`config.mk`:
```
export PLATFORM = sky130hd
export DESIGN_NAME = nr_divider
export DESIGN_NICKNAME = d
export VERILOG_FILES = /design/src/rtl/nrdiv_pkg.sv /design/src/rtl/nrdiv_ctrl.sv /design/src/rtl/nrdiv_step.sv /design/src/rtl/nrdiv_fixup.sv /design/src/rtl/nr_divider.sv
export SDC_FILE = /design/constraint.sdc
export NUM_CORES = 1
export LEC_CHECK = 0
export BUFFER_PORTS_ARGS = -buffer_cell sky130_fd_sc_hd__buf_2
export CORE_MARGIN = 4
export CORE_UTILIZATION = 55
export CTS_CLUSTER_SIZE = 20
export DETAILED_ROUTE_END_ITERATION = 10
export HOLD_SLACK_MARGIN = 0.12
export MAX_ROUTING_LAYER = met4
export PLACE_DENSITY = 0.77
export SLEW_MARGIN = 20
export SYNTH_ARGS = -nofsm -noshare
export SYNTH_HDL_FRONTEND = slang
export SYNTH_SLANG_ARGS = --single-unit
```
`constraint.sdc`:
```
create_clock -name clk -period 6.2 [get_ports clk]
set_input_delay 1.24 -clock clk [delete_from_list [all_inputs] [get_ports clk]]
set_output_delay 1.24 -clock clk [all_outputs]
set_load 0.01 [all_outputs]
```
`src/rtl/nrdiv_pkg.sv`:
```
package nrdiv_pkg;
  typedef enum logic [1:0] {
    ST_IDLE = 2'd0,
    ST_ITER = 2'd1,
    ST_LAST = 2'd2
  } nrdiv_state_e;
endpackage

```
`src/rtl/nrdiv_ctrl.sv`:
```
// Sequencer: accepts start, loads the iteration count, steps it down and
// issues the final shift / publish strobe.
module nrdiv_ctrl
  import nrdiv_pkg::*;
#(
  parameter int DW = 48,
  localparam int CW = $clog2(DW + 1)
) (
  input  logic          clk,
  input  logic          rst_n,
  input  logic          start,
  input  logic          div_zero,
  output logic          busy_o,
  output logic          load_o,
  output logic          iter_o,
  output logic          last_o,
  output logic          fail_o,
  output logic          done_o,
  output logic [CW-1:0] cnt_o
);

  nrdiv_state_e state_q, state_d;
  logic [CW-1:0] cnt_q, cnt_d;
  logic          done_q, done_d;

  always_comb begin
    state_d = state_q;
    cnt_d   = cnt_q;
    done_d  = 1'b0;
    load_o  = 1'b0;
    iter_o  = 1'b0;
    last_o  = 1'b0;
    fail_o  = 1'b0;
    unique case (state_q)
      ST_IDLE: begin
        if (start) begin
          if (div_zero) begin
            fail_o = 1'b1;
            done_d = 1'b1;
          end else begin
            load_o  = 1'b1;
            cnt_d   = CW'(DW);
            state_d = ST_ITER;
          end
        end
      end
      ST_ITER: begin
        iter_o = 1'b1;
        cnt_d  = cnt_q - CW'(1);
        if (cnt_q == CW'(1)) state_d = ST_LAST;
      end
      ST_LAST: begin
        last_o  = 1'b1;
        done_d  = 1'b1;
        state_d = ST_IDLE;
      end
      default: state_d = ST_IDLE;
    endcase
  end

  always_ff @(posedge clk or negedge rst_n) begin
    if (!rst_n) begin
      state_q <= ST_IDLE;
      cnt_q   <= '0;
      done_q  <= 1'b0;
    end else begin
      state_q <= state_d;
      cnt_q   <= cnt_d;
      done_q  <= done_d;
    end
  end

  assign busy_o = (state_q != ST_IDLE);
  assign done_o = done_q;
  assign cnt_o  = cnt_q;

endmodule

```
`src/rtl/nrdiv_step.sv`:
```
// One non-restoring iteration: shift in the next dividend bit, then add or
// subtract the divisor according to the sign of the old partial remainder.
module nrdiv_step #(
  parameter int VW = 24,
  localparam int RW = VW + 2
) (
  input  logic [RW-1:0] rem_i,
  input  logic          bit_i,
  input  logic [VW-1:0] divisor_i,
  output logic [RW-1:0] rem_o,
  output logic          qbit_o
);

  logic [RW-1:0] shifted;
  logic [RW-1:0] dext;

  always_comb begin
    shifted = {rem_i[RW-2:0], bit_i};
    dext    = {2'b00, divisor_i};
    rem_o   = rem_i[RW-1] ? (shifted + dext) : (shifted - dext);
    qbit_o  = ~rem_o[RW-1];
  end

endmodule

```
`src/rtl/nrdiv_fixup.sv`:
```
// Final remainder correction: one add-back when the last remainder is negative.
module nrdiv_fixup #(
  parameter int VW = 24
) (
  input  logic [VW-1:0] rem_low_i,
  input  logic          rem_neg_i,
  input  logic [VW-1:0] divisor_i,
  output logic [VW-1:0] rem_o
);

  always_comb begin
    rem_o = rem_neg_i ? (rem_low_i + divisor_i) : rem_low_i;
  end

endmodule

```
`src/rtl/nr_divider.sv`:
```
module nr_divider #(
  parameter int DW          = 48,
  parameter int VW          = 24,
  parameter int SYNC_STAGES = 2,
  localparam int RW = VW + 2,
  localparam int CW = $clog2(DW + 1)
) (
  input  logic          clk,
  input  logic          rst_n,
  input  logic          start,
  input  logic [DW-1:0] dividend_i,
  input  logic [VW-1:0] divisor_i,
  output logic          busy,
  output logic          done,
  output logic          status,
  output logic [DW-1:0] quotient,
  output logic [VW-1:0] remainder
);

  // Reset: asserted asynchronously, released on a clock edge.
  logic [SYNC_STAGES-1:0] rsync_q;
  logic                   rst_sync_n;

  generate
    if (SYNC_STAGES > 1) begin : g_sync_chain
      always_ff @(posedge clk or negedge rst_n) begin
        if (!rst_n) rsync_q <= '0;
        else        rsync_q <= {rsync_q[SYNC_STAGES-2:0], 1'b1};
      end
    end else begin : g_sync_single
      always_ff @(posedge clk or negedge rst_n) begin
        if (!rst_n) rsync_q <= '0;
        else        rsync_q <= 1'b1;
      end
    end
  endgenerate
  assign rst_sync_n = rsync_q[SYNC_STAGES-1];

  // Control
  logic          load_w, iter_w, last_w, fail_w;
  logic [CW-1:0] cnt_w;
  logic          div_zero;

  assign div_zero = (divisor_i == '0);

  nrdiv_ctrl #(.DW(DW)) u_ctrl (
    .clk      (clk),
    .rst_n    (rst_sync_n),
    .start    (start),
    .div_zero (div_zero),
    .busy_o   (busy),
    .load_o   (load_w),
    .iter_o   (iter_w),
    .last_o   (last_w),
    .fail_o   (fail_w),
    .done_o   (done),
    .cnt_o    (cnt_w)
  );

  // Working registers
  logic [RW-1:0] rem_q, rem_d;
  logic [DW-1:0] work_q, work_d;
  logic          qbit_q, qbit_d;
  logic [VW-1:0] div_q, div_d;
  logic          work_en;

  // Published results
  logic [DW-1:0] quo_out_q, quo_out_d;
  logic [VW-1:0] rem_out_q, rem_out_d;
  logic          stat_q, stat_d;
  logic          out_en;

  logic [RW-1:0] step_rem;
  logic          step_qbit;
  logic [VW-1:0] fixed_rem;

  nrdiv_step #(.VW(VW)) u_step (
    .rem_i     (rem_q),
    .bit_i     (work_q[DW-1]),
    .divisor_i (div_q),
    .rem_o     (step_rem),
    .qbit_o    (step_qbit)
  );

  nrdiv_fixup #(.VW(VW)) u_fix (
    .rem_low_i (rem_q[VW-1:0]),
    .rem_neg_i (rem_q[RW-1]),
    .divisor_i (div_q),
    .rem_o     (fixed_rem)
  );

  assign work_en = load_w | iter_w;
  assign out_en  = last_w | fail_w;

  always_comb begin
    rem_d  = rem_q;
    work_d = work_q;
    qbit_d = qbit_q;
    div_d  = div_q;
    if (load_w) begin
      rem_d  = '0;
      work_d = dividend_i;
      qbit_d = 1'b0;
      div_d  = divisor_i;
    end else if (iter_w) begin
      rem_d  = step_rem;
      work_d = {work_q[DW-2:0], qbit_q};
      qbit_d = step_qbit;
    end
  end

  always_comb begin
    quo_out_d = quo_out_q;
    rem_out_d = rem_out_q;
    stat_d    = stat_q;
    if (last_w) begin
      quo_out_d = {work_q[DW-2:0], qbit_q};
      rem_out_d = fixed_rem;
      stat_d    = 1'b1;
    end else if (fail_w) begin
      quo_out_d = '0;
      rem_out_d = '0;
      stat_d    = 1'b0;
    end
  end

  always_ff @(posedge clk or negedge rst_sync_n) begin
    if (!rst_sync_n) begin
      rem_q  <= '0;
      work_q <= '0;
      qbit_q <= 1'b0;
      div_q  <= '0;
    end else if (work_en) begin
      rem_q  <= rem_d;
      work_q <= work_d;
      qbit_q <= qbit_d;
      div_q  <= div_d;
    end
  end

  always_ff @(posedge clk or negedge rst_sync_n) begin
    if (!rst_sync_n) begin
      quo_out_q <= '0;
      rem_out_q <= '0;
      stat_q    <= 1'b0;
    end else if (out_en) begin
      quo_out_q <= quo_out_d;
      rem_out_q <= rem_out_d;
      stat_q    <= stat_d;
    end
  end

  assign quotient  = quo_out_q;
  assign remainder = rem_out_q;
  assign status    = stat_q;

endmodule

```
### Word level (Yosys, flattened, before mapping)

Index checks and enable logic that the tools add are counted.

| word-level totals | value |
|---|---|
| register bits after elaboration | 183 |
| output and inout port bits | 75 |

| operators by class | value |
|---|---|
| add/subtract/negate cells | 4 |
| equality and inequality tests | 6 |
| muxes and demuxes | 30 |
| bitwise gates (word level) | 3 |
| reduce and logical (&&, ||, !) cells | 11 |

Operators with widths:

| cell | number |
|---|---|
| $mux W48 | 4 |
| $mux W26 | 3 |
| $mux W24 | 3 |
| $add A26 B24 Y26 | 1 |
| $sub A26 B24 Y26 | 1 |
| $add A24 B24 Y24 | 1 |
| $logic_not A24 Y1 | 1 |
| $mux W1 | 12 |
| $mux W6 | 2 |
| $pmux W6 S2 | 1 |
| $reduce_bool A2 Y1 | 4 |
| $eq A6 B1 Y1 const B | 1 |
| $mux W2 | 3 |
| $reduce_and A2 Y1 | 3 |
| $reduce_and A3 Y1 | 2 |
| $sub A6 B1 Y6 const B | 1 |
| $ne A2 B2 Y1 const B | 2 |
| $pmux W2 S2 | 1 |
| $eq A2 B1 Y1 const B | 1 |
| $eq A2 B2 Y1 const B | 1 |
| $logic_not A2 Y1 | 1 |
| $ne A2 B1 Y1 const B | 1 |
| $or A1 B1 Y1 | 2 |
| $pmux W1 S2 | 1 |
| $not A1 Y1 | 1 |

### Depth between registers and ports, before layout

Gate-level depths: netlist of the first run.

| logic depth | value |
|---|---|
| depth in word-level cells | 6 |
| gate-level depth with buffers | 18 |

### Modules after synthesis

From an unflattened synthesis of the first run, not the netlist that was laid out.

| unflattened totals | value |
|---|---|
| cell total of the unflattened synthesis | 1,051 |
| area, all modules | 10,806.6 µm² |

Modules (own cells, without submodules):

| module | instances | cells an instance | area each (µm²) | seq. area each (µm²) |
|---|---|---|---|---|
| nr_divider | 1 | 521 | 6,915.4 | 4,354.2 |
| nrdiv_step | 1 | 261 | 1,794.2 | 0.0 |
| nrdiv_fixup | 1 | 219 | 1,621.6 | 0.0 |
| nrdiv_ctrl | 1 | 50 | 475.5 | 225.2 |

### Worst setup path after synthesis of the first run

Ideal clock, no wire load.

| path | value |
|---|---|
| path kind | flip-flop to flip-flop |
| start point | reg div_q[6] |
| end point | reg qbit_q |
| library setup time | 0.121 ns |
| arrival | 3.275 ns |
| path slack | 2.804 ns |
| cell stages (with the launch flop) | 18 |
| buffers on the path | 0 |
| period minus slack after synthesis | 3.396 ns |
| path through | dfrtp_1 > nor4_2 > nand2_1 > nor3_1 > and2_1 > nand2_1 > nor2_1 > nor2_1 > xnor2_1 > ha_1 > nand2_1 > nor2_1 > and3_1 > and3_1 > a22oi_4 > a21oi_2 > a311o_1 > a22o_1 |

| between the ends | value |
|---|---|
| longest elaborated chain between the ends | 5 |

Ends and longest elaborated chain:

| what | line | source |
|---|---|---|
| start: declaration | nr_divider.sv:64 | `logic [VW-1:0] div_q, div_d;` |
| start signal: assignment | nr_divider.sv:137 | `div_q <= div_d;` |
| $sub A26 B24 Y26 / $add A26 B24 Y26 (equally long branches) | nrdiv_step.sv:20 | `rem_o = rem_i[RW-1] ? (shifted + dext) : (shifted - dext);` |
| $mux W26 * | nrdiv_step.sv:20 |  |
| $not A1 Y1 * | nrdiv_step.sv:21 | `qbit_o = ~rem_o[RW-1];` |
| $mux W1 * | nr_divider.sv:105 | `end else if (iter_w) begin` |
| $mux W1 * | nr_divider.sv:100 | `if (load_w) begin` |
| end signal: assignment | nr_divider.sv:136 | `qbit_q <= qbit_d;` |
| end: declaration | nr_divider.sv:63 | `logic qbit_q, qbit_d;` |

Every way passes the cells marked *; elsewhere a longest branch is shown, timed or not. The select of a mux whose other input is x is not followed.
A chain may end at the register's enable or synchronous reset.

### Worst setup path in the final report of the first run

| path | value |
|---|---|
| start point | reg rem_q[25] |
| end point | reg rem_q[24] |

| between the ends | value |
|---|---|
| longest elaborated chain between the ends | 3 |

Ends and longest elaborated chain:

| what | line | source |
|---|---|---|
| start: declaration | nr_divider.sv:61 | `logic [RW-1:0] rem_q, rem_d;` |
| start signal: assignment | nr_divider.sv:134 | `rem_q <= rem_d;` |
| $mux W26 | nrdiv_step.sv:20 |  |
| $mux W26 | nr_divider.sv:105 |  |
| $mux W26 | nr_divider.sv:100 |  |

No other way between the ends. The select of a mux whose other input is x is not followed.

==> results of run 1 <==
[logic make-up after synthesis]
kind of cell             Yosys count
AND/OR/NAND/NOR                  418
other                              1
XOR/XNOR                          54
flip-flops                       183
adder cells (fa/ha/maj)           53
multiplexers                      34
AO/OA/AOI/OAI                    319
buffers and inverters             78
[worst paths after layout]
kind                                            to                  start  depth (start not counted)  slack (ns)
max reg2reg                  rem_q[24]$_DFFE_PN0P_  rem_q[25]$_DFFE_PN0P_                         12        2.03
min                           rsync_q[1]$_DFF_PN0_   rsync_q[0]$_DFF_PN0_                          0        0.35
min in group asynchronous   work_q[32]$_DFFE_PN0P_   rsync_q[1]$_DFF_PN0_                          1        0.52
max                          rem_q[24]$_DFFE_PN0P_  rem_q[25]$_DFFE_PN0P_                         12        2.03
max in group asynchronous  u_ctrl.done_o$_DFF_PN0_   rsync_q[1]$_DFF_PN0_                          1        4.95
min reg2reg                   rsync_q[1]$_DFF_PN0_   rsync_q[0]$_DFF_PN0_                          0        0.35
[cell usage after synthesis, types with 2 or more instances]
master | n | area, µm²
mux2i_1 | 13 | 130
mux2_2 | 20 | 225
nand2b_1 | 6 | 37.5
dfrtp_1 | 183 | 4580
nand4_1 | 5 | 31.3
xnor2_1 | 24 | 210
o21a_1 | 7 | 52.6
o21ai_1 | 13 | 65.1
nor3_1 | 24 | 120
buf_1 | 3 | 11.3
nand3_1 | 28 | 140
xor2_1 | 30 | 263
a22oi_1 | 47 | 353
nor2b_1 | 6 | 37.5
o41ai_2 | 2 | 32.5
or3_1 | 11 | 68.8
fa_1 | 2 | 40.0
nor4_1 | 8 | 50.1
a31oi_1 | 14 | 87.6
inv_1 | 17 | 63.8
o31ai_1 | 7 | 52.6
and3_1 | 13 | 81.3
and2_1 | 3 | 18.8
a21o_1 | 26 | 195
o31ai_2 | 2 | 25.0
o21bai_1 | 4 | 30.0
o211a_1 | 2 | 20.0
a32o_1 | 3 | 30.0
nand2_1 | 257 | 965
o22ai_1 | 14 | 87.6
clkbuf_1 | 57 | 214
a21oi_1 | 62 | 310
o21ai_0 | 87 | 435
nor2_1 | 48 | 180
a211oi_1 | 6 | 45.0
ha_1 | 51 | 638
o211ai_1 | 4 | 30.0
o2111ai_1 | 2 | 17.5
[flip-flops by register name, indices dropped and copies added, names as in the netlist, 2 cells and up]
name and cells:
remainder 24, u_ctrl.cnt_o 6, rem_q 26, u_ctrl.state_q 2, rsync_q 2, quotient 48, div_q 24, work_q 48
[metrics by stage]
step / total power [W] / util / cell area, µm²
6_report: 0.00772 / 0.648 / 11800
5_1_grt: 0.00839 / 0.648 / 11800
4_1_cts: 0.00768 / 0.648 / 11800
3_5_place_dp: 0.00657 / 0.616 / 11200
3_3_place_gp: 0.00646 / 0.616 / 11200
2_1_floorplan: 0.00565 / - / 10300
[routing by layer]
metal / up-vias / part of all wire
li1: 4284 / -
met1: 4203 / 0.45
met2: 323 / 0.47
met3: 44 / 0.063
met4: 0 / 0.020
met5: - / 0
[layout make-up]
cell class              count  area (µm²)
well taps                 229         287
diodes                      2        5.00
fillers                  1490        6390
flip-flops and latches    183        4580
multi-input cells         879        5430
clock buffers              19         443
clock inverters            13         126
repair buffers            157         818
inverters                  18        67.6
[report_power, final]
part           internal (W)  total (W)  switching, W
sequential          0.00162    0.00211      0.000490
combinational       0.00201    0.00455       0.00253
clock              0.000545    0.00106      0.000517
total               0.00418    0.00772       0.00354
[critical path, cell delays in order (launching register included)]
cell and delay [ns]:
dfrtp_1 0.81, clkinv_1 0.78, nand2_1 0.27, xnor2_1 0.15, ha_1 0.31, and3_1 0.26
nand3_1 0.12, nand3_1 0.15, o211a_1 0.29, o41ai_2 0.41, a211oi_1 0.16, o21a_1 0.19
o31ai_1 0.18
==> impl_metrics.py, run 1 <==
metrics = {
    "global_routing": {
        "grt_util_all_layers": 0.262,
        "use_met3": 0.0493,
        "top_usage_layer": "met2",
        "grt_pass1_wl_mm": 42.7,
        "grt_pass1_vias": 8678,
        "grt_start_max_net_pins": 182,
        "antenna_found_initial": 2,
        "use_met1": 0.348,
        "use_met2": 0.408,
        "overflow": 0,
    },
    "setup_path": {
        "end_kind": "flip-flop",
        "critical_path.startpoint_type": "flip-flop",
        "worstSetupPathType": "reg2reg",
        "arrival_ns": 4.51,
        "cp_max_fo": 27,
        "cp.required_ns": 6.54,
    },
    "clock_tree": {
        "cts_resized": 0,
        "cts_tree": "yes",
        "clk_path_buf_depth": 2,
        "post_cts_buffers": 0,
        "cts-root-buf": "clkbuf_16",
        "clkLatencyLatePin_ns": 0.43,
        "cts_made_buffers": 17,
        "cts.sinks": 183,
        "clkTransAtPathRegs_ns": 0.08,
        "ctsHoldBuffers": 0,
        "htreeDepth": 4,
    },
    "yosys": {
        "yosysSeqAreaShare": 0.446,
        "async_reset_ff_frac": 1.00,
        "synthAdderAreaFrac": 0.0661,
        "synth_edf_count": 0,
        "synth_area_um2": 10300,
        "yosys.area_share.xor_xnor": 0.0461,
        "yosysWarnings": 0,
        "synth-simple-area-share": 0.176,
        "synth_area_per_cell_um2": 9.00,
        "synth_seq_cells": 183,
        "synthDistinctLibCells": 67,
        "synthCells": 1140,
        "ys.flop_type": "dfrtp_1",
        "synth_compound_area_frac": 0.201,
        "synth_top_family_by_area": "compound AO/OA/AOI/OAI gates",
        "synth_fp_nets": 1268,
        "synth_mux_area_frac": 0.0357,
    },
    "die": {
        "num_rows": 49,
        "die_x_um": 145,
        "die_area_um2": 20900,
        "core-area_um2": 18100,
        "top_level_ports": 150,
        "initial_core_util": 0.565,
        "fp.dieH_um": 145,
    },
    "detailed_routing": {
        "via_per_inst": 5.90,
        "wl_mm": 25.9,
        "drt_first_iter_violations": 708,
        "via_count": 8854,
        "wire_per_inst_um": 17.3,
        "drc": 0,
        "drtPass1Iterations": 5,
        "final_antenna_net_count": 0,
    },
    "timing": {
        "rsz0062_at_grt": "no",
        "clock_skew_ns": 0.0105,
        "relSlewSlack": 0.311,
        "fin_ws_ns": 2.03,
        "tns_ns": 0,
        "hold_viol": 0,
        "drv_slew": 0,
        "finalCritPeriodShare": 0.672,
        "fmax_mhz": 240,
        "finalSetupViolations": 0,
        "hold_ws_ns": 0.353,
        "max_slew.worst_pin.slew_ns": 1.03,
        "min_period_ns": 4.17,
    },
    "place": {
        "finalWeightedCongestion": 0.907,
        "pre_cts_ws_ns": 1.98,
        "dp_hpwl_mm": 17.6,
        "dp_cells": 1466,
        "port_buffers": 149,
    },
    "finish": {
        "final_cell_mix": "nand2_1, dfrtp_1, buf_2",
        "fin_nets": 1384,
        "layout_commonest_cell": "nand2_1",
        "final_cells": 1500,
        "syn_to_final_growth_pct": 14.6,
        "drive_gt1_frac": 0.182,
    },
    "pwr": {
        "peakVddDrop_uv": 309,
        "powerDensity_nw_per_um2": 657,
        "power_leakage_nw": 5.65,
    },
    "flow_run": {
        "max-cap-violations": 0,
    },
    "status": {
        "status": "finished, final reports clean",
    },
    "hold_path": {
        "hp-class": "reg2reg",
    },
}
Note: power is estimated with default switching activity, not from simulation.
==> inputs of run 2 (changes only) <==
==> constraint.sdc (replaced) <==
create_clock -name clk -period 4.3 [get_ports clk]
set_input_delay 0.86 -clock clk [delete_from_list [all_inputs] [get_ports clk]]
set_output_delay 0.86 -clock clk [all_outputs]
set_load 0.01 [all_outputs]
==> impl_metrics.py, run 2 (synthesized netlist as in run 1, its figures left out) <==
metrics = {
    "clock_tree": {
        "cts_made_buffers": 17,
        "clk_path_buf_depth": 2,
        "cts_resized": 0,
        "cts-root-buf": "clkbuf_16",
        "htreeDepth": 4,
        "clkLatencyLatePin_ns": 0.44,
        "clkTransAtPathRegs_ns": 0.08,
        "post_cts_buffers": 0,
        "ctsHoldBuffers": 0,
        "cts.sinks": 183,
        "cts_tree": "yes",
    },
    "setup_path": {
        "cp.required_ns": 4.62,
        "r2r_cells": 17,
        "worstSetupPathType": "reg2reg",
        "critical_path.startpoint_type": "flip-flop",
        "cp-endpoint": "qbit_q$_DFFE_PN0P_",
        "crit_start": "div_q[6]$_DFFE_PN0P_",
        "cp_max_fo": 5,
        "rrSetupSlack_ns": 0.48,
        "r2r_start": "div_q[6]$_DFFE_PN0P_",
        "end_kind": "flip-flop",
        "arrival_ns": 4.14,
        "worstReg2RegEnd": "qbit_q$_DFFE_PN0P_",
    },
    "die": {
        "die_area_um2": 20900,
        "fp.dieH_um": 145,
        "top_level_ports": 150,
        "num_rows": 49,
        "core-area_um2": 18100,
        "die_x_um": 145,
        "initial_core_util": 0.565,
    },
    "flow_run": {
        "max-cap-violations": 0,
    },
    "global_routing": {
        "grt_start_max_net_pins": 109,
        "overflow": 0,
        "antenna_found_initial": 0,
        "grt_pass1_vias": 8472,
        "grt_pass1_wl_mm": 42.8,
        "grt_util_all_layers": 0.262,
    },
    "timing": {
        "drv_slew": 0,
        "relSlewSlack": 0.292,
        "tns_ns": 0,
        "min_period_ns": 3.82,
        "finalSetupViolations": 0,
        "finalCritPeriodShare": 0.888,
        "fmax_mhz": 262,
        "max_slew.worst_pin.slew_ns": 1.06,
        "hold_viol": 0,
        "clock_skew_ns": 0.0151,
        "rsz0062_at_grt": "no",
    },
    "detailed_routing": {
        "final_antenna_net_count": 0,
        "wl_mm": 26.1,
        "drtPass1Iterations": 5,
        "wire_per_inst_um": 17.3,
        "drc": 0,
        "drt_first_iter_violations": 632,
        "via_count": 8774,
        "via_per_inst": 5.83,
    },
    "finish": {
        "syn_to_final_growth_pct": 15.3,
        "fin_nets": 1390,
        "layout_commonest_cell": "nand2_1",
        "antenna_cells": 0,
        "drive_gt1_frac": 0.186,
        "final_cells": 1504,
        "final_cell_mix": "nand2_1, dfrtp_1, buf_2",
    },
    "pwr": {
        "powerDensity_nw_per_um2": 949,
        "power_leakage_nw": 5.69,
        "peakVddDrop_uv": 425,
        "p_total_w": 0.0112,
    },
    "place": {
        "finalWeightedCongestion": 0.973,
        "dp_cells": 1472,
        "dp_hpwl_mm": 18.2,
        "port_buffers": 149,
    },
    "status": {
        "status": "finished, final reports clean",
    },
    "hold_path": {
        "hp-class": "in2async",
    },
}
run 2: cell count changes in the layout (fill, tap and decap cells not counted), sizes merged:
cell	change
clkbuf	-1
buf	+6
clkinvlp	-1
diode	-2
clkinv	+3
inv	-1
run 2: final cells by class:
type                            instances  area [µm²]
Inverter                               18        67.6
Multi-Input combinational cell        879        5430
Tap cell                              229         287
Fill cell                            1496        6320
Timing Repair Buffer                  163         863
Clock buffer                           18         429
Sequential cell                       183        4580
Clock inverter                         14         173
run 2: metal layers:
metal,global-route usage,share of wire
met1,0.354,0.46
met2,0.414,0.47
met3,0.0427,0.057
met4,0.0736,0.021
met5,-,0
run 2: how the worst min path moves through the flow:
stage / end / slack (ns) / cells after the start
2_1_floorplan: rsync_q[1]$_DFF_PN0_ / 0.33 / 0
5_1_grt: rsync_q[1]$_DFF_PN0_ / 0.18 / 1
6_report: rsync_q[1]$_DFF_PN0_ / 0.18 / 1
3_3_place_gp: quotient[35]$_DFFE_PN0P_ / 0.27 / 0
3_5_place_dp: quotient[35]$_DFFE_PN0P_ / 0.27 / 0
4_1_cts: rsync_q[1]$_DFF_PN0_ / 0.17 / 1
run 2: where the power goes:
group          total, W  switching, W  internal (W)  leakage (nW)
Combinational   0.00666       0.00372       0.00294          3.21
Sequential      0.00298      0.000641       0.00234          2.19
Clock           0.00158      0.000792      0.000791         0.291
run 2: worst max-delay path: stages, from the launching register on:
cell     delay [ns]
dfrtp_1        0.44
nor4_2         0.42
nand2_1        0.09
nor3_1         0.28
and2_1         0.26
nand2_1        0.08
nor2_1         0.20
nor2_1         0.09
xnor2_1        0.14
ha_1           0.32
nand2_1        0.08
nor2_1         0.07
and3_1         0.22
and3_1         0.21
a22oi_4        0.16
a21oi_2        0.10
a311o_1        0.36
a22o_1         0.19
run 2: stage by stage:
step	hold WS (ns)	util	area, µm²	setup WS, ns
after global routing	0.178	0.652	11800	0.0150
after global placement	0.267	0.619	11200	0.559
final	0.181	0.652	11800	0.481
after floorplan	0.331	-	10300	0.904
after detailed placement	0.268	0.619	11200	0.507
after CTS	0.174	0.652	11800	0.467
